--- src/rtl/evt_timer16_pkg.sv ---
package evt_timer16_pkg;
   localparam int CTL_EN_BIT  = 0;
   localparam int CTL_SRC_BIT = 1;
   localparam int CTL_PS_LSB  = 4;
   localparam int CTL_PS_W    = 2;

   typedef struct packed {
      logic [CTL_PS_W-1:0] ps;
      logic                src;
      logic                en;
   } tmr_ctl_t;

   function automatic tmr_ctl_t ctl_unpack(input logic [7:0] b);
      tmr_ctl_t c;
      c.en  = b[CTL_EN_BIT];
      c.src = b[CTL_SRC_BIT];
      c.ps  = b[CTL_PS_LSB +: CTL_PS_W];
      return c;
   endfunction

   function automatic logic [7:0] ctl_pack(input tmr_ctl_t c);
      logic [7:0] b;
      b = '0;
      b[CTL_EN_BIT]  = c.en;
      b[CTL_SRC_BIT] = c.src;
      b[CTL_PS_LSB +: CTL_PS_W] = c.ps;
      return b;
   endfunction
endpackage

--- src/rtl/evt_sync_edge.sv ---
module evt_sync_edge #(
   parameter int STAGES = 2
) (
   input  logic clk,
   input  logic rst_n,
   input  logic async_in,
   output logic rise
);
   logic [STAGES-1:0] chain;
   logic              last;

   generate
      if (STAGES < 2) begin : g_bad
         $error("evt_sync_edge: STAGES must be at least 2");
      end
      for (genvar i = 0; i < STAGES; i++) begin : g_stage
         if (i == 0) begin : g_first
            always_ff @(posedge clk or negedge rst_n)
               if (!rst_n) chain[0] <= 1'b0;
               else        chain[0] <= async_in;
         end else begin : g_next
            always_ff @(posedge clk or negedge rst_n)
               if (!rst_n) chain[i] <= 1'b0;
               else        chain[i] <= chain[i-1];
         end
      end
   endgenerate

   always_ff @(posedge clk or negedge rst_n)
      if (!rst_n) last <= 1'b0;
      else        last <= chain[STAGES-1];

   assign rise = chain[STAGES-1] & ~last;
endmodule

--- src/rtl/evt_prescaler.sv ---
module evt_prescaler #(
   parameter int SEL_W = 2
) (
   input  logic             clk,
   input  logic             rst_n,
   input  logic             tick,
   input  logic             load,
   input  logic [SEL_W-1:0] ratio_sel,
   output logic             carry
);
   localparam int PCNT_W = 1 << SEL_W;
   logic [PCNT_W-1:0] pcnt;
   logic [PCNT_W-1:0] reload;

   generate
      if (SEL_W < 1 || SEL_W > 4) begin : g_bad
         $error("evt_prescaler: SEL_W out of range");
      end
   endgenerate

   assign reload = PCNT_W'(1) << ratio_sel;
   assign carry  = tick && !load && (pcnt == PCNT_W'(1));

   always_ff @(posedge clk or negedge rst_n) begin
      if (!rst_n)     pcnt <= PCNT_W'(1);
      else if (load)  pcnt <= reload;
      else if (carry) pcnt <= reload;
      else if (tick)  pcnt <= pcnt - PCNT_W'(1);
   end
endmodule

--- src/rtl/evt_count_core.sv ---
module evt_count_core #(
   parameter int CNT_W = 16
) (
   input  logic             clk,
   input  logic             rst_n,
   input  logic             clr,
   input  logic             wr_lo,
   input  logic             wr_hi,
   input  logic [7:0]       wr_data,
   input  logic             inc,
   output logic [CNT_W-1:0] value,
   output logic             wrapped
);
   localparam logic [CNT_W-1:0] TOP = '1;

   generate
      if (CNT_W != 16) begin : g_bad
         $error("evt_count_core: count is built from two bytes, CNT_W must be 16");
      end
   endgenerate

   always_ff @(posedge clk or negedge rst_n) begin
      if (!rst_n) begin
         value   <= '0;
         wrapped <= 1'b0;
      end else begin
         wrapped <= 1'b0;
         if (clr) begin
            value <= '0;
         end else if (wr_lo || wr_hi) begin
            if (wr_lo) value[7:0]  <= wr_data;
            if (wr_hi) value[15:8] <= wr_data;
         end else if (inc) begin
            value   <= value + CNT_W'(1);
            wrapped <= (value == TOP);
         end
      end
   end
endmodule

--- src/rtl/evt_timer16.sv ---
module evt_timer16
   import evt_timer16_pkg::*;
#(
   parameter int CNT_W       = 16,
   parameter int SYNC_STAGES = 2
) (
   input  logic             clk,
   input  logic             rst_n,
   input  logic             wr_lo,
   input  logic             wr_hi,
   input  logic             wr_ctl,
   input  logic [7:0]       wr_data,
   input  logic             ext_clk,
   input  logic             cmp_en,
   input  logic [CNT_W-1:0] cmp_value,
   input  logic             cmp_clear,
   output logic [CNT_W-1:0] count,
   output logic [7:0]       ctl_rd,
   output logic             ovf_irq,
   output logic             cmp_eq
);
   tmr_ctl_t            ctl_q;
   tmr_ctl_t            ctl_new;
   logic                ext_rise;
   logic                tick;
   logic                ps_load;
   logic [CTL_PS_W-1:0] ps_sel;
   logic                inc;
   logic                eq_now;
   logic                eq_prev;

   assign ctl_new = ctl_unpack(wr_data);

   always_ff @(posedge clk or negedge rst_n)
      if (!rst_n)      ctl_q <= '0;
      else if (wr_ctl) ctl_q <= ctl_new;

   assign ctl_rd = ctl_pack(ctl_q);

   evt_sync_edge #(.STAGES(SYNC_STAGES)) u_sync (
      .clk      (clk),
      .rst_n    (rst_n),
      .async_in (ext_clk),
      .rise     (ext_rise)
   );

   assign tick    = ctl_q.en && (ctl_q.src ? ext_rise : 1'b1);
   assign ps_load = wr_ctl && (ctl_new.ps != ctl_q.ps);
   assign ps_sel  = ps_load ? ctl_new.ps : ctl_q.ps;

   evt_prescaler #(.SEL_W(CTL_PS_W)) u_ps (
      .clk       (clk),
      .rst_n     (rst_n),
      .tick      (tick),
      .load      (ps_load),
      .ratio_sel (ps_sel),
      .carry     (inc)
   );

   evt_count_core #(.CNT_W(CNT_W)) u_core (
      .clk     (clk),
      .rst_n   (rst_n),
      .clr     (cmp_clear),
      .wr_lo   (wr_lo),
      .wr_hi   (wr_hi),
      .wr_data (wr_data),
      .inc     (inc),
      .value   (count),
      .wrapped (ovf_irq)
   );

   assign eq_now = cmp_en && (count == cmp_value);

   always_ff @(posedge clk or negedge rst_n)
      if (!rst_n) eq_prev <= 1'b0;
      else        eq_prev <= eq_now;

   assign cmp_eq = eq_now & ~eq_prev;
endmodule

--- config.mk ---
export PLATFORM = sky130hd
export DESIGN_NAME = evt_timer16
export DESIGN_NICKNAME = d
export VERILOG_FILES = /design/src/rtl/evt_timer16_pkg.sv /design/src/rtl/evt_sync_edge.sv /design/src/rtl/evt_prescaler.sv /design/src/rtl/evt_count_core.sv /design/src/rtl/evt_timer16.sv
export SDC_FILE = /design/constraint.sdc
export NUM_CORES = 1
export LEC_CHECK = 0
export CORE_UTILIZATION = 45
export CTS_CLUSTER_DIAMETER = 40
export CTS_CLUSTER_SIZE = 28
export DETAILED_ROUTE_END_ITERATION = 12
export PLACE_DENSITY = 0.76
export SYNTH_ARGS = -nofsm -noshare
export SYNTH_HDL_FRONTEND = slang
export SYNTH_HIERARCHICAL = 1
export SYNTH_SLANG_ARGS = --single-unit
--- constraint.sdc ---
create_clock -name clk -period 5.83 [get_ports clk]
set_clock_uncertainty 0.2 [all_clocks]
set_input_delay 0.8745 -clock clk [delete_from_list [all_inputs] [get_ports clk]]
set_output_delay 0.8745 -clock clk [all_outputs]
set_load 0.03 [all_outputs]
==> report_table.html <==
<table>
<tr><th>Metric</th><th>Value</th></tr>
<tr><th colspan="2">Outcome</th></tr>
<tr><td>Run status</td><td>completed</td></tr>
<tr><th colspan="2">Critical path</th></tr>
<tr><td>Start-to-end type of the worst setup path</td><td>input port to primary output</td></tr>
<tr><td>Critical-path cell with the highest stage delay</td><td>sky130_fd_sc_hd__clkdlybuf4s50_1</td></tr>
<tr><td>Delay contributed by the slowest stage of the critical path</td><td>680 ps</td></tr>
<tr><td>Data arrival time at the worst-slack endpoint</td><td>2780 ps</td></tr>
<tr><td>Required arrival time at the worst endpoint</td><td>around 4800 ps</td></tr>
<tr><td>Kind of end point of the critical path</td><td>primary output</td></tr>
<tr><td>Largest fanout on the critical path</td><td>2</td></tr>
<tr><td>Chain of cells forming the critical path</td><td>clkdlybuf4s50_1, xor2_1, nor4_1, nand4_1, nor3_2, clkdlybuf4s50_1</td></tr>
<tr><td>Kind of start point of the critical path</td><td>input port</td></tr>
<tr><td>Most repeated library cell on the critical path</td><td>sky130_fd_sc_hd__clkdlybuf4s50_1</td></tr>
<tr><th colspan="2">STA</th></tr>
<tr><td>Min Tclk post-route</td><td>3860 ps</td></tr>
<tr><td>Highest clock rate</td><td>roughly 260 MHz</td></tr>
<tr><td>Final count of negative-setup-slack endpoints</td><td>0</td></tr>
<tr><td>Least setup slack across all paths after layout</td><td>1970 ps</td></tr>
<tr><td>Unrepaired setup endpoints after global routing</td><td>no</td></tr>
<tr><td>Final count of hold timing violations</td><td>0</td></tr>
<tr><td>Final worst-path cycle share</td><td>0.661</td></tr>
<tr><td>Worst max-slew margin expressed relative to the limit</td><td>0.466</td></tr>
<tr><td>Transition time of the tightest slew-check pin</td><td>794 ps</td></tr>
<tr><td>Final Slew Violations</td><td>0</td></tr>
<tr><td>Sum of negative setup slack</td><td>0 ps</td></tr>
<tr><th colspan="2">Placement</th></tr>
<tr><td>HPWL reported at the end of detailed placement</td><td>roughly 3800 um</td></tr>
<tr><td>Gpl congestion</td><td>about 0.85</td></tr>
<tr><td>Cell area after placement</td><td>0.00258 mm2</td></tr>
<tr><td>Minimum setup slack after placement</td><td>1980 ps</td></tr>
<tr><td>Number of port buffers</td><td>53</td></tr>
<tr><td>Dpl cells</td><td>approximately 320</td></tr>
<tr><th colspan="2">Cells and area</th></tr>
<tr><td>NumNets Final</td><td>305</td></tr>
<tr><td>Area grow syn2layout</td><td>31.3%</td></tr>
<tr><td>Commonest non-fill, non-tap cell in the layout</td><td>sky130_fd_sc_hd__clkdlybuf4s50_1</td></tr>
<tr><td>Post-route cell area</td><td>between 0.002 and 0.003 mm2</td></tr>
<tr><td>ANT cells</td><td>0</td></tr>
<tr><td>Filler Cells Inserted</td><td>381</td></tr>
<tr><td>Finished Layout Cells</td><td>323</td></tr>
<tr><td>Most frequent cells in the layout</td><td>53 x sky130_fd_sc_hd__clkdlybuf4s50_1, 28 x sky130_fd_sc_hd__dfrtp_1, 19 x sky130_fd_sc_hd__nor2_1</td></tr>
<tr><td>Final core utilization</td><td>0.611</td></tr>
<tr><td>Ratio of cells with drive above 1 in the final layout</td><td>0.111</td></tr>
<tr><th colspan="2">Logic synthesis</th></tr>
<tr><td>Simple-gate share of the synthesized area</td><td>0.274</td></tr>
<tr><td>Average size of a mapped cell</td><td>9.43 um2</td></tr>
<tr><td>Most area-consuming cells after synthesis</td><td>sky130_fd_sc_hd__dfrtp_1 35%, sky130_fd_sc_hd__xor2_1 5.2%, sky130_fd_sc_hd__nor2_1 3.5%</td></tr>
<tr><td>Number of distinct library cell variants in the gate-level netlist after synthesis</td><td>65</td></tr>
<tr><td>Instance count of the mapped netlist</td><td>215</td></tr>
<tr><td>Post-synthesis async set-or-reset flop share</td><td>1.00</td></tr>
<tr><td>Post-synthesis mux area share</td><td>0.0376</td></tr>
<tr><td>Adder and majority cell fraction of the synthesized area</td><td>0.0185</td></tr>
<tr><td>Top flip-flop cell by instance count after synthesis</td><td>sky130_fd_sc_hd__dfrtp_1</td></tr>
<tr><td>Number of warning messages in the yosys log</td><td>6</td></tr>
<tr><td>Number of enable flip-flop cells after synthesis</td><td>0</td></tr>
<tr><td>Main combinational cell family by area after synthesis</td><td>simple AND/OR/NAND/NOR gates</td></tr>
<tr><td>Post-synthesis compound-gate area fraction</td><td>0.191</td></tr>
<tr><td>Post-synthesis instance area</td><td>approximately 0.002 mm2</td></tr>
<tr><td>Fraction of post-synthesis cell area in the top cell type by area</td><td>0.345</td></tr>
<tr><td>Flop and latch count out of synthesis</td><td>29</td></tr>
<tr><td>Proportion of synthesized chip area in sequential cells</td><td>0.358</td></tr>
<tr><td>Xor/xnor share of the synthesized area</td><td>0.0777</td></tr>
<tr><td>Leading area contributor after synthesis</td><td>sky130_fd_sc_hd__dfrtp_1</td></tr>
<tr><th colspan="2">Drt</th></tr>
<tr><td>Count of vias placed by the detailed router</td><td>1897</td></tr>
<tr><td>Routed via count divided by cell count</td><td>5.87</td></tr>
<tr><td>Sum of routed wire length over all layers</td><td>between 5000 and 6000 um</td></tr>
<tr><td>Post-DRT Antenna Nets</td><td>0</td></tr>
<tr><td>DRC</td><td>0</td></tr>
<tr><td>First-pass detailed-route iteration total</td><td>4</td></tr>
<tr><td>Wire per inst</td><td>16.2 um</td></tr>
<tr><td>Detailed Route Iter0 Violations</td><td>77</td></tr>
<tr><th colspan="2">Clock network</th></tr>
<tr><td>Sinks on the clock net</td><td>29</td></tr>
<tr><td>Cells resized by post-CTS repair</td><td>0</td></tr>
<tr><td>H-tree lvl count</td><td>2</td></tr>
<tr><td>Deepest clock path buffer count</td><td>2</td></tr>
<tr><td>Buffer count from post-CTS setup fixing</td><td>0</td></tr>
<tr><td>Hold-fix buffer count after cts</td><td>0</td></tr>
<tr><td>Clock-pin slew on the worst setup and hold paths</td><td>around 60 ps</td></tr>
<tr><td>CTS tree</td><td>done</td></tr>
<tr><td>Clock buffer count from CTS</td><td>5</td></tr>
<tr><td>Root buffer cell</td><td>sky130_fd_sc_hd__clkbuf_8</td></tr>
<tr><td>Insertion delay to the later sink of the worst-skew pair</td><td>roughly 280 ps</td></tr>
<tr><th colspan="2">Global routing</th></tr>
<tr><td>Sum of overflow across all layers after global routing</td><td>0</td></tr>
<tr><td>Grt met3 use</td><td>0.0482</td></tr>
<tr><td>Largest net degree at the start of global routing</td><td>30</td></tr>
<tr><td>All-layer global routing usage</td><td>0.230</td></tr>
<tr><td>Number of global-route vias before repair</td><td>between 1500 and 2000</td></tr>
<tr><td>GR Layer Usage met2</td><td>0.373</td></tr>
<tr><td>M1 GR Usage</td><td>0.308</td></tr>
<tr><td>Wire length of the first global-routing pass</td><td>8760 um</td></tr>
<tr><td>Number of antenna violations at the first check in global routing</td><td>0</td></tr>
<tr><td>GR peak layer</td><td>met2</td></tr>
<tr><th colspan="2">Power and ir drop</th></tr>
<tr><td>Switching Share</td><td>0.343</td></tr>
<tr><td>Clock power frac</td><td>0.260</td></tr>
<tr><td>Logic gate share of total power</td><td>0.308</td></tr>
<tr><td>Power spent charging and discharging nets</td><td>about 0.00021 W</td></tr>
<tr><td>Worst vdd rail ir drop</td><td>0.135 mV</td></tr>
<tr><td>Internal Pwr Total</td><td>about 0.00040 W</td></tr>
<tr><td>Pwr Density</td><td>230 mW/mm2</td></tr>
<tr><td>Leakage power figure</td><td>1.03 nW</td></tr>
<tr><td>Sequential share of power</td><td>0.432</td></tr>
<tr><th colspan="2">Flow run</th></tr>
<tr><td>Total of max-cap violations</td><td>0</td></tr>
<tr><th colspan="2">Floorplan</th></tr>
<tr><td>Number of placement rows</td><td>24</td></tr>
<tr><td>Core box area</td><td>about 0.0044 mm2</td></tr>
<tr><td>Starting utilization of the core area</td><td>0.466</td></tr>
<tr><td>Overall die height</td><td>69.1 um</td></tr>
<tr><td>Die footprint</td><td>0.00478 mm2</td></tr>
<tr><td>Top Ports</td><td>between 50 and 60</td></tr>
<tr><td>Width of the die</td><td>69.1 um</td></tr>
<tr><th colspan="2">Hold path</th></tr>
<tr><td>Worst hold-check path type</td><td>flop to flop</td></tr>
</table>
==> registers in the layout, summed over array words and instances, names as in the netlist <==
name / flops
eq_prev: 1
ctl_rd: 4
u_core/wrapped: 1
u_ps/pcnt: 4
u_core/value: 16
u_sync/chain: 2
u_sync/last: 1
==> cells in the mapped netlist (3+ instances only) <==
master,instances
sky130_fd_sc_hd__nor2_1,19
sky130_fd_sc_hd__xor2_1,12
sky130_fd_sc_hd__and4_1,3
sky130_fd_sc_hd__nor4_1,6
sky130_fd_sc_hd__inv_1,3
sky130_fd_sc_hd__mux2_2,5
sky130_fd_sc_hd__a32oi_1,3
sky130_fd_sc_hd__nor3b_1,4
sky130_fd_sc_hd__buf_4,5
sky130_fd_sc_hd__nand4_1,6
sky130_fd_sc_hd__nand3_1,8
sky130_fd_sc_hd__xnor2_1,6
sky130_fd_sc_hd__o21ai_1,12
sky130_fd_sc_hd__a211oi_2,3
sky130_fd_sc_hd__nor2b_1,4
sky130_fd_sc_hd__dfrtp_1,28
sky130_fd_sc_hd__nor3_1,3
sky130_fd_sc_hd__and3_1,3
sky130_fd_sc_hd__nand2_1,11
sky130_fd_sc_hd__ha_1,3
sky130_fd_sc_hd__a21oi_1,8
sky130_fd_sc_hd__buf_2,3
sky130_fd_sc_hd__nand2b_1,3
sky130_fd_sc_hd__o21ai_0,3
==> power by group through the flow <==
| stage | Clock (W) | Combinational, W | Sequential, W |
|---|---|---|---|
| 2_1_floorplan | 0 | 0.0000953 | 0.000283 |
| 3_3_place_gp | 0 | 0.000184 | 0.000267 |
| 6_report | 0.000159 | 0.000189 | 0.000264 |
| 3_5_place_dp | 0 | 0.000189 | 0.000268 |
| 4_1_cts | 0.000162 | 0.000190 | 0.000264 |
| 5_1_grt | 0.000173 | 0.000204 | 0.000269 |
==> through the flow <==
step	hold WS, ps	total power [W]
final	150	0.000611
after CTS	151	0.000616
after global routing	156	0.000646
after floorplan	131	0.000378
after global placement	134	0.000452
after detailed placement	136	0.000457
==> final cells by class <==
cell class	instances	area (um2)	area share
Clock buffer	8	80.1	0.0301
Inverter	4	15.0	0.00564
Multi-Input combinational cell	175	1230	0.462
Sequential cell	29	727	0.273
Tap cell	52	65.1	0.0244
Timing Repair Buffer	55	546	0.205
==> layer usage <==
metal / share of wire / wire (um)
met1: 0.45 / 2330
met2: 0.47 / 2480
met3: 0.066 / 346
met4: 0.012 / 62
met5: 0 / 0
==> critical path: cells and delay by family <==
kind / cells / cell delay, ps
xor+xnor: 1 / 160
simple gates: 3 / 630
buf+inv: 2 / 1110
==> worst paths after layout <==
check	from	endpoint	slack, ps	cells after the start
max	cmp_value[4]	cmp_eq	1970	6
max reg2reg	u_sync/last	u_core/value[15]	3130	8
min	u_sync/chain[0]	u_sync/chain[1]	150	0
max in group asynchronous	rst_n	u_ps/pcnt[0]	4330	2
min reg2reg	u_sync/chain[0]	u_sync/chain[1]	150	0
min in group asynchronous	rst_n	u_ps/pcnt[2]	790	2
==> logic make-up (layout without fill, tap and decap cells) <==
| kind of cell | after synthesis | in the layout |
|---|---|---|
| compound gates | 53 | 53 |
| xor+xnor | 18 | 18 |
| fa+ha+maj | 3 | 3 |
| buf+inv | 14 | 67 |
| flops | 29 | 29 |
| mux | 7 | 7 |
| other cells | 1 | 4 |
| simple gates | 90 | 90 |
Note: power is estimated with default switching activity, not from simulation.
